$ cat src/rtl/pfx_strip.sv
module pfx_strip #(
  parameter int CAP_BYTES = 8,
  parameter int CNT_W     = 4,
  parameter int SYN_W     = 32
) (
  input  logic                   clk,
  input  logic                   rst_n,
  input  logic                   start,
  input  logic                   in_valid,
  input  logic [7:0]             in_byte,
  input  logic                   in_last,
  output logic [CAP_BYTES*8-1:0] opcode,
  output logic [SYN_W-1:0]       syndrome,
  output logic [7:0]             vector,
  output logic                   done
);
  localparam int IDX_W   = $clog2(CAP_BYTES + 1);
  localparam int MASK_W  = 6;
  localparam logic [CNT_W-1:0] CNT_MAX = '1;

  logic [MASK_W-1:0] mask_q;
  logic [CNT_W-1:0]  cnt_q;
  logic [IDX_W-1:0]  idx_q;
  logic              in_op_q;
  logic [CAP_BYTES*8-1:0] op_q;
  logic              done_q;

  logic [MASK_W-1:0] hit;
  always_comb begin
    hit = '0;
    case (in_byte)
      8'hF3: hit[0] = 1'b1;
      8'hF2: hit[1] = 1'b1;
      8'hF0: hit[2] = 1'b1;
      8'h66: hit[3] = 1'b1;
      8'h67: hit[4] = 1'b1;
      8'h2E, 8'h36, 8'h3E, 8'h26, 8'h64, 8'h65: hit[5] = 1'b1;
      default: hit = '0;
    endcase
  end

  wire is_pfx  = (|hit) && !in_op_q;
  wire take    = in_valid && !start;
  wire has_room = idx_q < IDX_W'(CAP_BYTES);

  always_ff @(posedge clk or negedge rst_n) begin
    if (!rst_n) begin
      mask_q  <= '0;
      cnt_q   <= '0;
      idx_q   <= '0;
      in_op_q <= 1'b0;
      op_q    <= '0;
      done_q  <= 1'b0;
    end else if (start) begin
      mask_q  <= '0;
      cnt_q   <= '0;
      idx_q   <= '0;
      in_op_q <= 1'b0;
      op_q    <= '0;
      done_q  <= 1'b0;
    end else begin
      done_q <= take && in_last;
      if (take) begin
        if (is_pfx) begin
          mask_q <= mask_q | hit;
          if (cnt_q != CNT_MAX) cnt_q <= cnt_q + 1'b1;
        end else begin
          in_op_q <= 1'b1;
          if (has_room) begin
            op_q[idx_q*8 +: 8] <= in_byte;
            idx_q <= idx_q + 1'b1;
          end
        end
      end
    end
  end

  assign opcode   = op_q;
  assign syndrome = {{(SYN_W-MASK_W-CNT_W){1'b0}}, cnt_q, mask_q};
  assign vector   = 8'd0;
  assign done     = done_q;

  a_r11_done_pulse: assert property (@(posedge clk) disable iff (!rst_n)
    done |=> !done || $past(in_valid && in_last));
  a_r10_start_clears: assert property (@(posedge clk) disable iff (!rst_n)
    start |=> (opcode == '0) && (syndrome == '0) && !done);
  a_r7_count_sat: assert property (@(posedge clk) disable iff (!rst_n)
    (syndrome[9:6] == 4'hF) && !$past(start) |=> syndrome[9:6] == 4'hF || $past(start));
  a_r9_mask_frozen: assert property (@(posedge clk) disable iff (!rst_n)
    in_op_q && !start |=> $stable(syndrome));
  a_r5_full_hold: assert property (@(posedge clk) disable iff (!rst_n)
    (idx_q == IDX_W'(CAP_BYTES)) && !start |=> $stable(opcode));
  a_r8_zero_vec: assert property (@(posedge clk) disable iff (!rst_n)
    vector == 8'd0 && syndrome[SYN_W-1:10] == '0);
endmodule

$ cat config.mk
export PLATFORM = sky130hd
export DESIGN_NAME = pfx_strip
export DESIGN_NICKNAME = d
export VERILOG_FILES = /design/src/rtl/pfx_strip.sv
export SDC_FILE = /design/constraint.sdc
export NUM_CORES = 1
export LEC_CHECK = 0
export CORE_MARGIN = 3
export CORE_UTILIZATION = 40
export DETAILED_ROUTE_END_ITERATION = 8
export GPL_TIMING_DRIVEN = 0
export PLACE_DENSITY_LB_ADDON = 0.25
export SETUP_SLACK_MARGIN = 0.05
export SLEW_MARGIN = 40
export SYNTH_ARGS = -nofsm -noshare
export SYNTH_HDL_FRONTEND = slang
export SYNTH_SLANG_ARGS = --single-unit
$ cat constraint.sdc
create_clock -name clk -period 3.85 [get_ports clk]
set_input_delay 0.5775 -clock clk [delete_from_list [all_inputs] [get_ports clk]]
set_output_delay 0.5775 -clock clk [all_outputs]
set_load 0.02 [all_outputs]
* Word-level counts from Yosys, hierarchy flattened
Index checks and enable logic that the tools add are counted.
Word-level totals: register bits after elaboration 80, bits of input ports 13, output and inout bits 105
Operators by class: add/sub/neg operators 3, $lt $le $gt $ge 1, eq/ne operators 13, shift-type cells 2, mux-type cells 26, bitwise logic cells 1, reductions and logical operators 15
Operator list (count):
- two-way mux 64 bit | 4
- bitwise mux 64 bit | 1
- variable shift 8 x 34 -> 64 bit, first input constant | 1
- indexed part select 8 x 34 -> 64 bit | 1
- negation 7 -> 34 bit | 1
- == test 8 x 6 -> 1 bit, second input constant | 4
- == test 8 x 7 -> 1 bit, second input constant | 4
- two-way mux 4 bit | 8
- == test 8 bit, second input constant | 3
- two-way mux 6 bit | 3
- OR reduction 6 bit | 2
- two-way mux 1 bit | 10
- adder 4 x 1 -> 4 bit, second input constant | 2
- nonzero test 2 bit | 4
- bitwise OR 6 bit | 1
- AND reduction 3 bit | 2
- < comparator 4 bit, second input constant | 1
- inequality test 4 bit, second input constant | 1
- AND reduction 2 bit | 2
- logical AND 1 bit | 3
- zero test 1 bit | 2
- inequality test 2 bit, second input constant | 1

* Longest topological paths before layout
word-level depth 8, gate-level depth with buffers 9, mapped depth without buffers 7

* Least setup slack after synthesis
No wires, ideal clock.
path kind register to register, from register idx_q[0], to register op_q[16], in the netlist opcode[16], library setup time 0.125 ns, arrival time 2.278 ns, required time 3.725 ns, path slack 1.447 ns, cell stages (with the launch flop) 9, path buffers 1, clock period less this slack 2.403 ns, cells stage by stage dfrtp_1 -> buf_2 -> inv_1 -> ha_1 -> or2_2 -> o21ai_0 -> nand4b_1 -> nor2_4 -> mux2_2
Between the ends: longest elaborated chain between the ends 7, elaborated cells on any way between the ends 11, those cells by class add/sub: 1; order compare: 1; shift: 2; mux: 5; reduce/logical: 2
Ends and longest elaborated chain:
- start, declared | line 23 | logic [IDX_W-1:0] idx_q;
- start signal, assigned | line 71 | idx_q <= idx_q + 1'b1;
- negation 7 -> 34 bit | line 70 | op_q[idx_q*8 +: 8] <= in_byte;
- indexed part select 8 x 34 -> 64 bit or variable shift 8 x 34 -> 64 bit (tied branches) | line 70
- bitwise mux 64 bit | line 70
- two-way mux 64 bit | line 69 | if (has_room) begin
- two-way mux 64 bit | line 64 | if (is_pfx) begin
- two-way mux 64 bit | line 63 | if (take) begin
- two-way mux 64 bit | line 54 | end else if (start) begin
- end signal, assigned by index | line 70
- end, declared | line 25 | logic [CAP_BYTES*8-1:0] op_q;
Parallel ways exist; a longest one is shown, timed or not. The select of a mux whose other input is x is not followed. A chain may end at the register's enable or synchronous reset.

* Worst setup path in the final report
from register idx_q[0], to register op_q[14], in the netlist opcode[14]
Same word-level chain as after synthesis.

==> metrics.yaml <==
antenna_found_initial: 0
ir_drop_v: 0.000164
synth_edf_count: 0
cts_tree: "done"
yosys_warnings: 0
syn_area_mm2: 0.00417
drv_slew: 0
hold_class: "in -> async"
port_buffers: 86
dieArea_mm2: 0.0117
wl_um: 10500
timing.final.crit_share: 0.756
synth_top_family_by_area: "simple AND/OR/NAND/NOR gates"
wire_per_inst_um: 15.7
ys_ff_latch: 80
worstSetupStartpointType: "flop"
vias: 3261
max_stage_delay_ns: 0.74
grt_max_degree: 48
ant_nets: 0
fp.dieW_um: 108
slowest_stage: "nor3b_1"
dr.pass1.iters: 4
synth_xor_area_frac: 0.00420
root_buffer: "clkbuf_8"
rsz0062_at_grt: "no"
cts-htree-levels: 3
syn_inst: 402
hpwl_um: 7480
via_per_inst: 4.89
wl_met2_um: 4770
start_util: 0.419
drive_gt1_frac: 0.127
grt-ovfl-total: 0
setup_viol: 0
cts.reportedPaths.clkPinSlew_ns: 0.09
ioPinCount: 118
place_congestion: 0.812
finalClockSkew_ns: 0.0147
grt_pass1_wl_um: 17000
ys.flop_type: "dfrtp_1"
synthMuxAreaShare: 0.147
drv_cap: 0
post_cts_buffers: 0
critical_path_class: "reg -> reg"
clockBufferDepth: 2
wl_met1_um: 4740
synth_fa_ha_area_frac: 0.0120
powerDensity_mw_per_mm2: 330
die_h_um: 108
cts_buffers: 9
crit_arrival_ns: 3.14
cts_sinks: 80
async_reset_ff_frac: 1.00
top_layer: "met4"
status: "completed"
cp.required_ns: 4.08
max_slew_margin: 0.418
nNetsFinal: 546
core_area_mm2: 0.00995
synth.distinct_cells: 46
rows: 36
utilization: 0.559
seq_area_frac_synth: 0.480
power.leakage_uw: 0.00257
synthSimpleGateAreaFrac: 0.218
syn_area_per_cell_um2: 10.4
layout_min_cycle_time_ns: 2.91
drt-initial-drc-count: 141
clk-insertion-delay-late_ns: 0.35
p_total_uw: 1840
hold_viol: 0
drc: 0
area_delta_synth_final_pct: 33.4
grt_usage: 0.185
synth-compound-area-share: 0.0588
endpoint_kind: "flop"
wl_met3_um: 868
crit_fanout: 10
grt_pass1_vias: 3314
worst_pin_slew_ns: 0.871
holdBufCountCts: 0
path_cells: "buf_2 -> inv_1 -> ha_1 -> nor3b_1 -> nor2_1 -> and2_1 -> clkbuf_1 -> nand2_1 -> mux2i_1"
ctsResizeCount: 0
timing.fmax_ghz: 0.343
n_antenna_cell: 0
==> worst max-delay path: cells and delay by family, from the launching register on <==
family | cells | cell delay (ns)
adder cells (fa/ha/maj) | 1 | 0.23
AND/OR/NAND/NOR | 4 | 1.47
flip-flops | 1 | 0.44
buffers and inverters | 3 | 0.54
multiplexers | 1 | 0.10
==> registers in the layout, summed over array words and instances, names as in the netlist <==
signal,flops
done,1
mask_q,6
cnt_q,4
in_op_q,1
opcode,64
idx_q,4
==> cells in the mapped netlist, types with 2 or more instances <==
cell type,number,area [µm²]
nand3b_1,2,15.0
nand3_1,12,60.1
mux2i_1,56,561
o21ai_0,11,55.1
clkbuf_1,12,45.0
nor3_1,4,20.0
or3b_1,2,17.5
o211ai_1,3,22.5
ha_1,4,50.1
nor2_1,24,90.1
buf_1,2,7.51
nand2_1,28,105
a21oi_1,16,80.1
nor4_1,3,18.8
dfrtp_1,80,2000
nor4b_1,2,17.5
buf_4,31,233
mux2_4,2,30.0
buf_2,2,10.0
mux2_2,2,22.5
nand4b_1,2,17.5
nand3_2,2,20.0
nand2b_1,57,357
nor3b_1,3,22.5
inv_1,6,22.5
and2_1,2,12.5
and3_1,4,25.0
nand2_2,2,12.5
nor2b_1,9,56.3
==> where the power goes <==
| group | internal, µW | total (µW) | leakage [µW] | switching (µW) |
|---|---|---|---|---|
| clock | 369 | 691 | 0.000103 | 322 |
| combinational | 103 | 287 | 0.00135 | 184 |
| sequential | 850 | 860 | 0.00111 | 9.71 |
==> layout by cell type, fill, tap and decap left out, types with 3 or more instances in the layout <==
cell and n:
a21oi_1 16, and3_1 4, buf_4 31, clkbuf_1 13, clkbuf_8 9, clkdlybuf4s50_1 85, conb_1 30, dfrtp_1 80
ha_1 4, inv_1 6, mux2i_1 56, nand2_1 28, nand2b_1 57, nand3_1 12, nor2_1 24, nor2b_1 9
nor3_1 4, nor3b_1 3, o211ai_1 3, o21ai_0 11
==> area by class of cell <==
cell class / instances / area, µm²
Sequential cell: 80 / 2000
Fill cell: 903 / 4390
Clock buffer: 10 / 128
Tap cell: 133 / 166
Multi-Input combinational cell: 297 / 1960
Timing Repair Buffer: 87 / 890
Buffer: 48 / 307
Inverter: 6 / 22.5
Clock inverter: 6 / 92.6
==> logic make-up after synthesis <==
| kind of cell | count (synthesis) |
|---|---|
| and+or+nand+nor | 163 |
| DFF | 80 |
| muxes | 60 |
| buffers and inverters | 54 |
| AOI/OAI and AO/OA | 38 |
| adders and majority gates | 4 |
| xor gates and xnor gates | 2 |
| other | 1 |
==> through the flow <==
stage                     instance area, µm²  worst slack [ns]  hold slack [ns]  TNS, ns  std cells
after floorplan                         4280              1.45            0.282        0        431
after global placement                  5310            -0.602            0.490   -47.78        650
after detailed placement                5340             0.797            0.487        0        651
after CTS                               5560             0.967            0.106        0        667
after global routing                    5560             0.717            0.112        0        667
final                                   5560             0.938           0.0963        0        667
==> worst paths after layout <==
path	from	end	slack [ns]	depth (start not counted)
max in group asynchronous	rst_n	opcode[57]	3.20	2
worst min register to register	mask_q[3]	mask_q[3]	0.51	2
worst max register to register	idx_q[0]	opcode[14]	0.94	9
worst max-delay path	idx_q[0]	opcode[14]	0.94	9
min in group clk	mask_q[3]	mask_q[3]	0.51	2
worst min-delay path	rst_n	opcode[39]	0.1	1
==> per-layer routing <==
metal	global-route usage	vias to the layer above
li1	-	1549
met1	0.260	1577
met2	0.294	125
met3	0.0418	10
met4	0.0442	0
met5	0	-
Power figures use the tool's default switching activity.
